`config.mk`:
```
export PLATFORM = sky130hd
export DESIGN_NAME = lutarr_top
export DESIGN_NICKNAME = d
export VERILOG_FILES = /design/src/rtl/lutarr_pkg.sv /design/src/rtl/lutarr_cell.sv /design/src/rtl/lutarr_cfg_chain.sv /design/src/rtl/lutarr_top.sv
export SDC_FILE = /design/constraint.sdc
export NUM_CORES = 1
export LEC_CHECK = 0
export ABC_AREA = 0
export BUFFER_PORTS_ARGS = -buffer_cell sky130_fd_sc_hd__buf_2
export CAP_MARGIN = 40
export CORE_ASPECT_RATIO = 0.9
export CORE_MARGIN = 10
export CORE_UTILIZATION = 65
export DETAILED_ROUTE_END_ITERATION = 8
export PLACE_DENSITY_LB_ADDON = 0.05
export SYNTH_ARGS = -nofsm -noshare
export SYNTH_HDL_FRONTEND = slang
export SYNTH_HIERARCHICAL = 1
export SYNTH_SLANG_ARGS = --single-unit
```
`constraint.sdc`:
```
create_clock -name clk -period 9.69 [get_ports clk]
set_input_delay 0.4845 -clock clk [delete_from_list [all_inputs] [get_ports clk]]
set_output_delay 0.4845 -clock clk [all_outputs]
set_load 0.1 [all_outputs]
```
`src/rtl/lutarr_pkg.sv`:
```
package lutarr_pkg;
  localparam int LUT_K   = 3;
  localparam int TT_BITS = 1 << LUT_K;

  // truth-table lookup: table entry indexed by {in2,in1,in0}
  function automatic logic lut_eval(input logic [TT_BITS-1:0] tt,
                                    input logic [LUT_K-1:0]   idx);
    return tt[idx];
  endfunction

  function automatic int cell_bits(input int sel_w);
    return TT_BITS + LUT_K * sel_w;
  endfunction
endpackage

```
`src/rtl/lutarr_cell.sv`:
```
module lutarr_cell
  import lutarr_pkg::*;
#(
  parameter int NCAND = 8,
  localparam int SEL_W = $clog2(NCAND),
  localparam int CBITS = TT_BITS + LUT_K * SEL_W
) (
  input  logic             clk,
  input  logic             rst_n,
  input  logic [NCAND-1:0] cand,
  input  logic [CBITS-1:0] cfg,
  output logic             y
);
  logic [SEL_W-1:0]   sel [LUT_K];
  logic [LUT_K-1:0]   lut_in;
  logic [TT_BITS-1:0] tt;

  assign tt = cfg[CBITS-1 -: TT_BITS];

  for (genvar k = 0; k < LUT_K; k++) begin : g_mux
    assign sel[k]    = cfg[k*SEL_W +: SEL_W];
    assign lut_in[k] = cand[sel[k]];
  end

  assign y = lut_eval(tt, lut_in);

  // constant tables force the output regardless of routing
  assert_const0_R2: assert property (@(posedge clk) disable iff (!rst_n)
    (tt == '0) |-> !y);
  assert_const1_R2: assert property (@(posedge clk) disable iff (!rst_n)
    (tt == '1) |-> y);
  // copy tables route the selected candidate straight through
  assert_route0_R3: assert property (@(posedge clk) disable iff (!rst_n)
    (tt == 8'hAA) |-> (y == cand[cfg[SEL_W-1:0]]));
  assert_route2_R3: assert property (@(posedge clk) disable iff (!rst_n)
    (tt == 8'hF0) |-> (y == cand[cfg[3*SEL_W-1 -: SEL_W]]));
endmodule

```
`src/rtl/lutarr_cfg_chain.sv`:
```
module lutarr_cfg_chain #(
  parameter int TOTAL = 544,
  localparam int CW   = $clog2(TOTAL)
) (
  input  logic             clk,
  input  logic             rst_n,
  input  logic             shift_en,
  input  logic             bit_in,
  output logic [TOTAL-1:0] cfg_word,
  output logic             done
);
  localparam logic [CW-1:0] LAST = CW'(TOTAL - 1);

  logic [CW-1:0] cnt;
  logic          last_shift;

  assign last_shift = shift_en && (cnt == LAST);

  always_ff @(posedge clk or negedge rst_n) begin
    if (!rst_n) begin
      cfg_word <= '0;
      cnt      <= '0;
      done     <= 1'b0;
    end else begin
      done <= last_shift;
      if (shift_en) begin
        cfg_word <= {cfg_word[TOTAL-2:0], bit_in};
        cnt      <= last_shift ? '0 : cnt + 1'b1;
      end
    end
  end

  assert_done_single_R7: assert property (@(posedge clk) disable iff (!rst_n)
    done |=> !done);
  assert_done_after_shift_R7: assert property (@(posedge clk) disable iff (!rst_n)
    done |-> $past(shift_en));
  assert_idle_stable_R10: assert property (@(posedge clk) disable iff (!rst_n)
    !shift_en |=> $stable(cfg_word));
  assert_shift_entry_R6: assert property (@(posedge clk) disable iff (!rst_n)
    shift_en |=> (cfg_word[0] == $past(bit_in)));
endmodule

```
`src/rtl/lutarr_top.sv`:
```
module lutarr_top
  import lutarr_pkg::*;
#(
  parameter int ROWS = 8,
  parameter int COLS = 4,
  localparam int SEL_W = $clog2(ROWS),
  localparam int CBITS = TT_BITS + LUT_K * SEL_W,
  localparam int TOTAL = ROWS * COLS * CBITS
) (
  input  logic            clk,
  input  logic            rst_n,
  input  logic            cfg_en,
  input  logic            cfg_bit,
  output logic            cfg_done,
  input  logic [ROWS-1:0] in_vec,
  output logic [ROWS-1:0] out_vec
);
  logic [TOTAL-1:0]     cfg_word;
  logic [ROWS*COLS-1:0] cell_y;
  logic [ROWS-1:0]      last_col;
  logic                 sample_en;

  lutarr_cfg_chain #(.TOTAL(TOTAL)) u_chain (
    .clk      (clk),
    .rst_n    (rst_n),
    .shift_en (cfg_en),
    .bit_in   (cfg_bit),
    .cfg_word (cfg_word),
    .done     (cfg_done)
  );

  for (genvar c = 0; c < COLS; c++) begin : g_col
    logic [ROWS-1:0] cand;
    if (c == 0) begin : g_first
      assign cand = in_vec;
    end else begin : g_next
      assign cand = cell_y[(c-1)*ROWS +: ROWS];
    end
    for (genvar r = 0; r < ROWS; r++) begin : g_row
      lutarr_cell #(.NCAND(ROWS)) u_cell (
        .clk   (clk),
        .rst_n (rst_n),
        .cand  (cand),
        .cfg   (cfg_word[(c*ROWS+r)*CBITS +: CBITS]),
        .y     (cell_y[c*ROWS+r])
      );
    end
  end

  assign last_col  = cell_y[(COLS-1)*ROWS +: ROWS];
  assign sample_en = !cfg_en;

  always_ff @(posedge clk or negedge rst_n) begin
    if (!rst_n)         out_vec <= '0;
    else if (sample_en) out_vec <= last_col;
  end

  assert_hold_in_load_R9: assert property (@(posedge clk) disable iff (!rst_n)
    cfg_en |=> $stable(out_vec));
  assert_sample_R8: assert property (@(posedge clk) disable iff (!rst_n)
    !cfg_en |=> (out_vec == $past(last_col)));
endmodule

```
==> reports/qor.csv <==
stage;metric;value;unit
detailed_routing;Highest Signal Layer;met4;
synthesis;Synth cell types;29;
floorplanning;full die area;54400;um2
floorplanning;starting density of the core;0.654;
critical_path;CP Capture Type;flop;
timing;final setup fails;0;
timing;worst-margin pin slew;1100;ps
cts;Skew-Pair Late Insertion Delay;620;ps
critical_path;reg2reg end;out_vec[6];
detailed_routing;Post-Route M1 WL;25.6;mm
timing;post-route setup TNS;0;ps
placement;dpl cells;2368;
finish;fin cells;2473;
detailed_routing;DRC;0;
floorplanning;Rows;74;
power;P_leak;15.3;nW
critical_path;CP Max Fanout;24;
floorplanning;io pins;21;
timing;fin. max-slew vios;0;
cts;Clock Sink Count;563;
placement;DP Area;30200;um2
cts;CTS tree;done;
synthesis;Yosys warning total;6;
synthesis;Synthesized Nets;1832;
synthesis;FFs w/ async S/R, synth;1.00;
synthesis;most frequent cells after synthesis;mux2_2, dfrtp_1, mux2i_1, mux4_1, mux4_2;
critical_path;flop2flop setup slack;2510;ps
detailed_routing;WL per Instance;21.7;um
floorplanning;core area;45200;um2
power;PwrDens;177;nW/um2
placement;Port-buffer cells;20;
critical_path;cells on worst reg2reg path;20;
detailed_routing;1st-pass router iterations;4;
critical_path;CP endpoint;out_vec[6];
critical_path;r2r startpoint;u_chain/cfg_word[0];
synthesis;Post-synth top flop;dfrtp_1;
detailed_routing;drt initial violations;886;
timing;slew margin rel.;0.269;
global_routing;GR Util All Layers;0.200;
timing;unrepaired setup endpoints after global routing;false;
timing;fmax;139;MHz
outcome;status;finished clean;
synthesis;Avg Cell Area, Syn;16.3;um2
floorplanning;Die W;245;um
finish;cell area after layout;32200;um2
detailed_routing;total routed wirelength;53.7;mm
detailed_routing;remaining antenna violation count;0;
placement;Final Wtd Congestion;0.725;
synthesis;fraction of synthesized cell area taken by the top area cell type;0.476;
cts;Clock Tree Root;clkbuf_16;
timing;crit share post-route;0.741;
synthesis;Seq cells post-synth;563;
cts;Resized Gates After CTS;0;
timing;Hold Vio Cnt, Final;0;
detailed_routing;metal2 WL;25.5;mm
synthesis;sequential-to-total area share from yosys stat;0.476;
timing;hold slack;99.2;ps
synthesis;number of enable flip-flop cells after synthesis;0;
finish;Fillers;3004;
synthesis;count leader, synth;mux2_2;
detailed_routing;via count;15664;
critical_path;Data arrival, critical path;7680;ps
global_routing;first-pass GRT wire length;90.7;mm
finish;P&R area growth vs syn;8.86;%
cts;clock buffer depth;3;
timing;clk_skew;16.5;ps
critical_path;Worst Setup SP;u_chain/cfg_word[0];
synthesis;Syn Inst Count;1819;
critical_path;kind of critical path;reg -> reg;
timing;Tmin final;7180;ps
finish;share of layout cells above drive strength 1;0.451;
cts;Clk pin slew, worst setup/hold paths;60;ps
critical_path;CP Launch Type;flop;
detailed_routing;post-DR vias/cell;6.33;
global_routing;vias in the first global route;16776;
critical_path;Worst EP required;10180;ps
flow_run;max-capacitance violation count;0;
power;total chip power;5.69;mW
floorplanning;chip height;222;um
finish;# diodes;0;
synthesis;Synth area leader;dfrtp_1;
cts;CTS buffer count;58;
placement;HPWL Detailed;31.1;mm
global_routing;largest net degree at the start of global routing;186;
worst_hold_path;HP Class;in -> reg;
finish;Final nets;1834;
global_routing;initial antenna violation count;0;
synthesis;mapped cell area;29600;um2
cts;CTS H-tree depth;2;
global_routing;GRT overflow;0;
detailed_routing;met3 wire length;1.81;mm
synthesis;Synth area leaders;dfrtp_1, mux2_2, mux2i_1, mux4_1, mux4_2;
power;maximum vdd drop;0.000154;V
-- power breakdown --
group	switching, mW	internal, mW
Combinational	0.433	0.491
Sequential	0.0701	2.42
Clock	0.918	1.36
-- registers in the layout, indices dropped and copies added, names as in the netlist --
register	count
u_chain/done	1
out_vec	8
u_chain/cnt	10
u_chain/cfg_word	544
-- stage by stage --
step | utilization | worst slack [ps]
finish | 0.712 | 2510
global route | 0.712 | 2150
CTS | 0.712 | 2540
detailed placement | 0.669 | 2250
global placement | 0.666 | 2340
floorplan | - | 3800
-- per-layer routing --
layer,global-route usage,vias up
met5,0,-
met4,0.0390,0
met3,0.0369,63
met2,0.315,181
met1,0.289,8349
li1,-,7071
-- critical path, cell delays in order, from the launching register on --
cell and delay (ps):
dfrtp_1 490, mux2i_1 170, mux4_2 580, mux2i_1 240, mux2i_1 110, mux2_2 520
mux4_4 700, mux2i_4 190, mux2i_1 240, mux2_2 580, mux2i_1 140, mux4_2 560
mux2i_1 150, mux2i_1 160, mux2_2 570, mux2i_1 180, mux4_2 560, mux2i_1 210
mux2i_1 110, mux2_2 280, mux2_4 260
-- cell families after synthesis --
| logic type | synth area share |
|---|---|
| mux | 0.500 |
| flops | 0.476 |
| buf+inv | 0.0160 |
| simple gates | 0.00448 |
| xor+xnor | 0.00207 |
| compound gates | 0.000466 |
| fa+ha+maj | 0.000423 |
-- worst min path at each step --
stage,from,endpoint,cells past startpoint
2_1_floorplan,rst_n,out_vec[0],0
3_3_place_gp,out_vec[1],out_vec[1],1
3_5_place_dp,u_chain/cnt[7],u_chain/cnt[7],1
4_1_cts,cfg_bit,u_chain/cfg_word[0],2
5_1_grt,cfg_bit,u_chain/cfg_word[0],2
6_report,cfg_bit,u_chain/cfg_word[0],2
-- cell usage in the layout (no fill, tap or decap), types with 5 or more instances in the layout --
master | synthesis | layout
buf_4 | 0 | 7
bufinv_16 | 0 | 6
mux4_2 | 64 | 64
clkbuf_1 | 8 | 13
buf_16 | 0 | 5
mux4_4 | 32 | 32
dfrtp_1 | 563 | 563
mux2i_1 | 352 | 352
nand2_1 | 5 | 5
mux2i_4 | 32 | 32
mux2_4 | 9 | 9
buf_2 | 53 | 18
clkbuf_16 | 0 | 59
mux4_1 | 64 | 64
clkbuf_8 | 0 | 12
xnor2_1 | 5 | 5
mux2_2 | 576 | 576
clkinv_2 | 0 | 13
-- layout make-up --
cell class / count / area, um2 / area share
flip-flops and latches: 563 / 14100 / 0.438
clock buffers: 84 / 1690 / 0.0525
inverters: 2 / 7.51 / 0.000233
repair buffers: 36 / 380 / 0.0118
well taps: 608 / 761 / 0.0236
clock inverters: 20 / 254 / 0.00789
multi-input cells: 1160 / 15000 / 0.466
-- repair_timing --
action	4_1_cts	5_1_grt
endpoints found under the hold margin	38	0
buffers inserted	0	0
hold buffers	1	0
No activity file was read; power rests on OpenSTA's default activity.
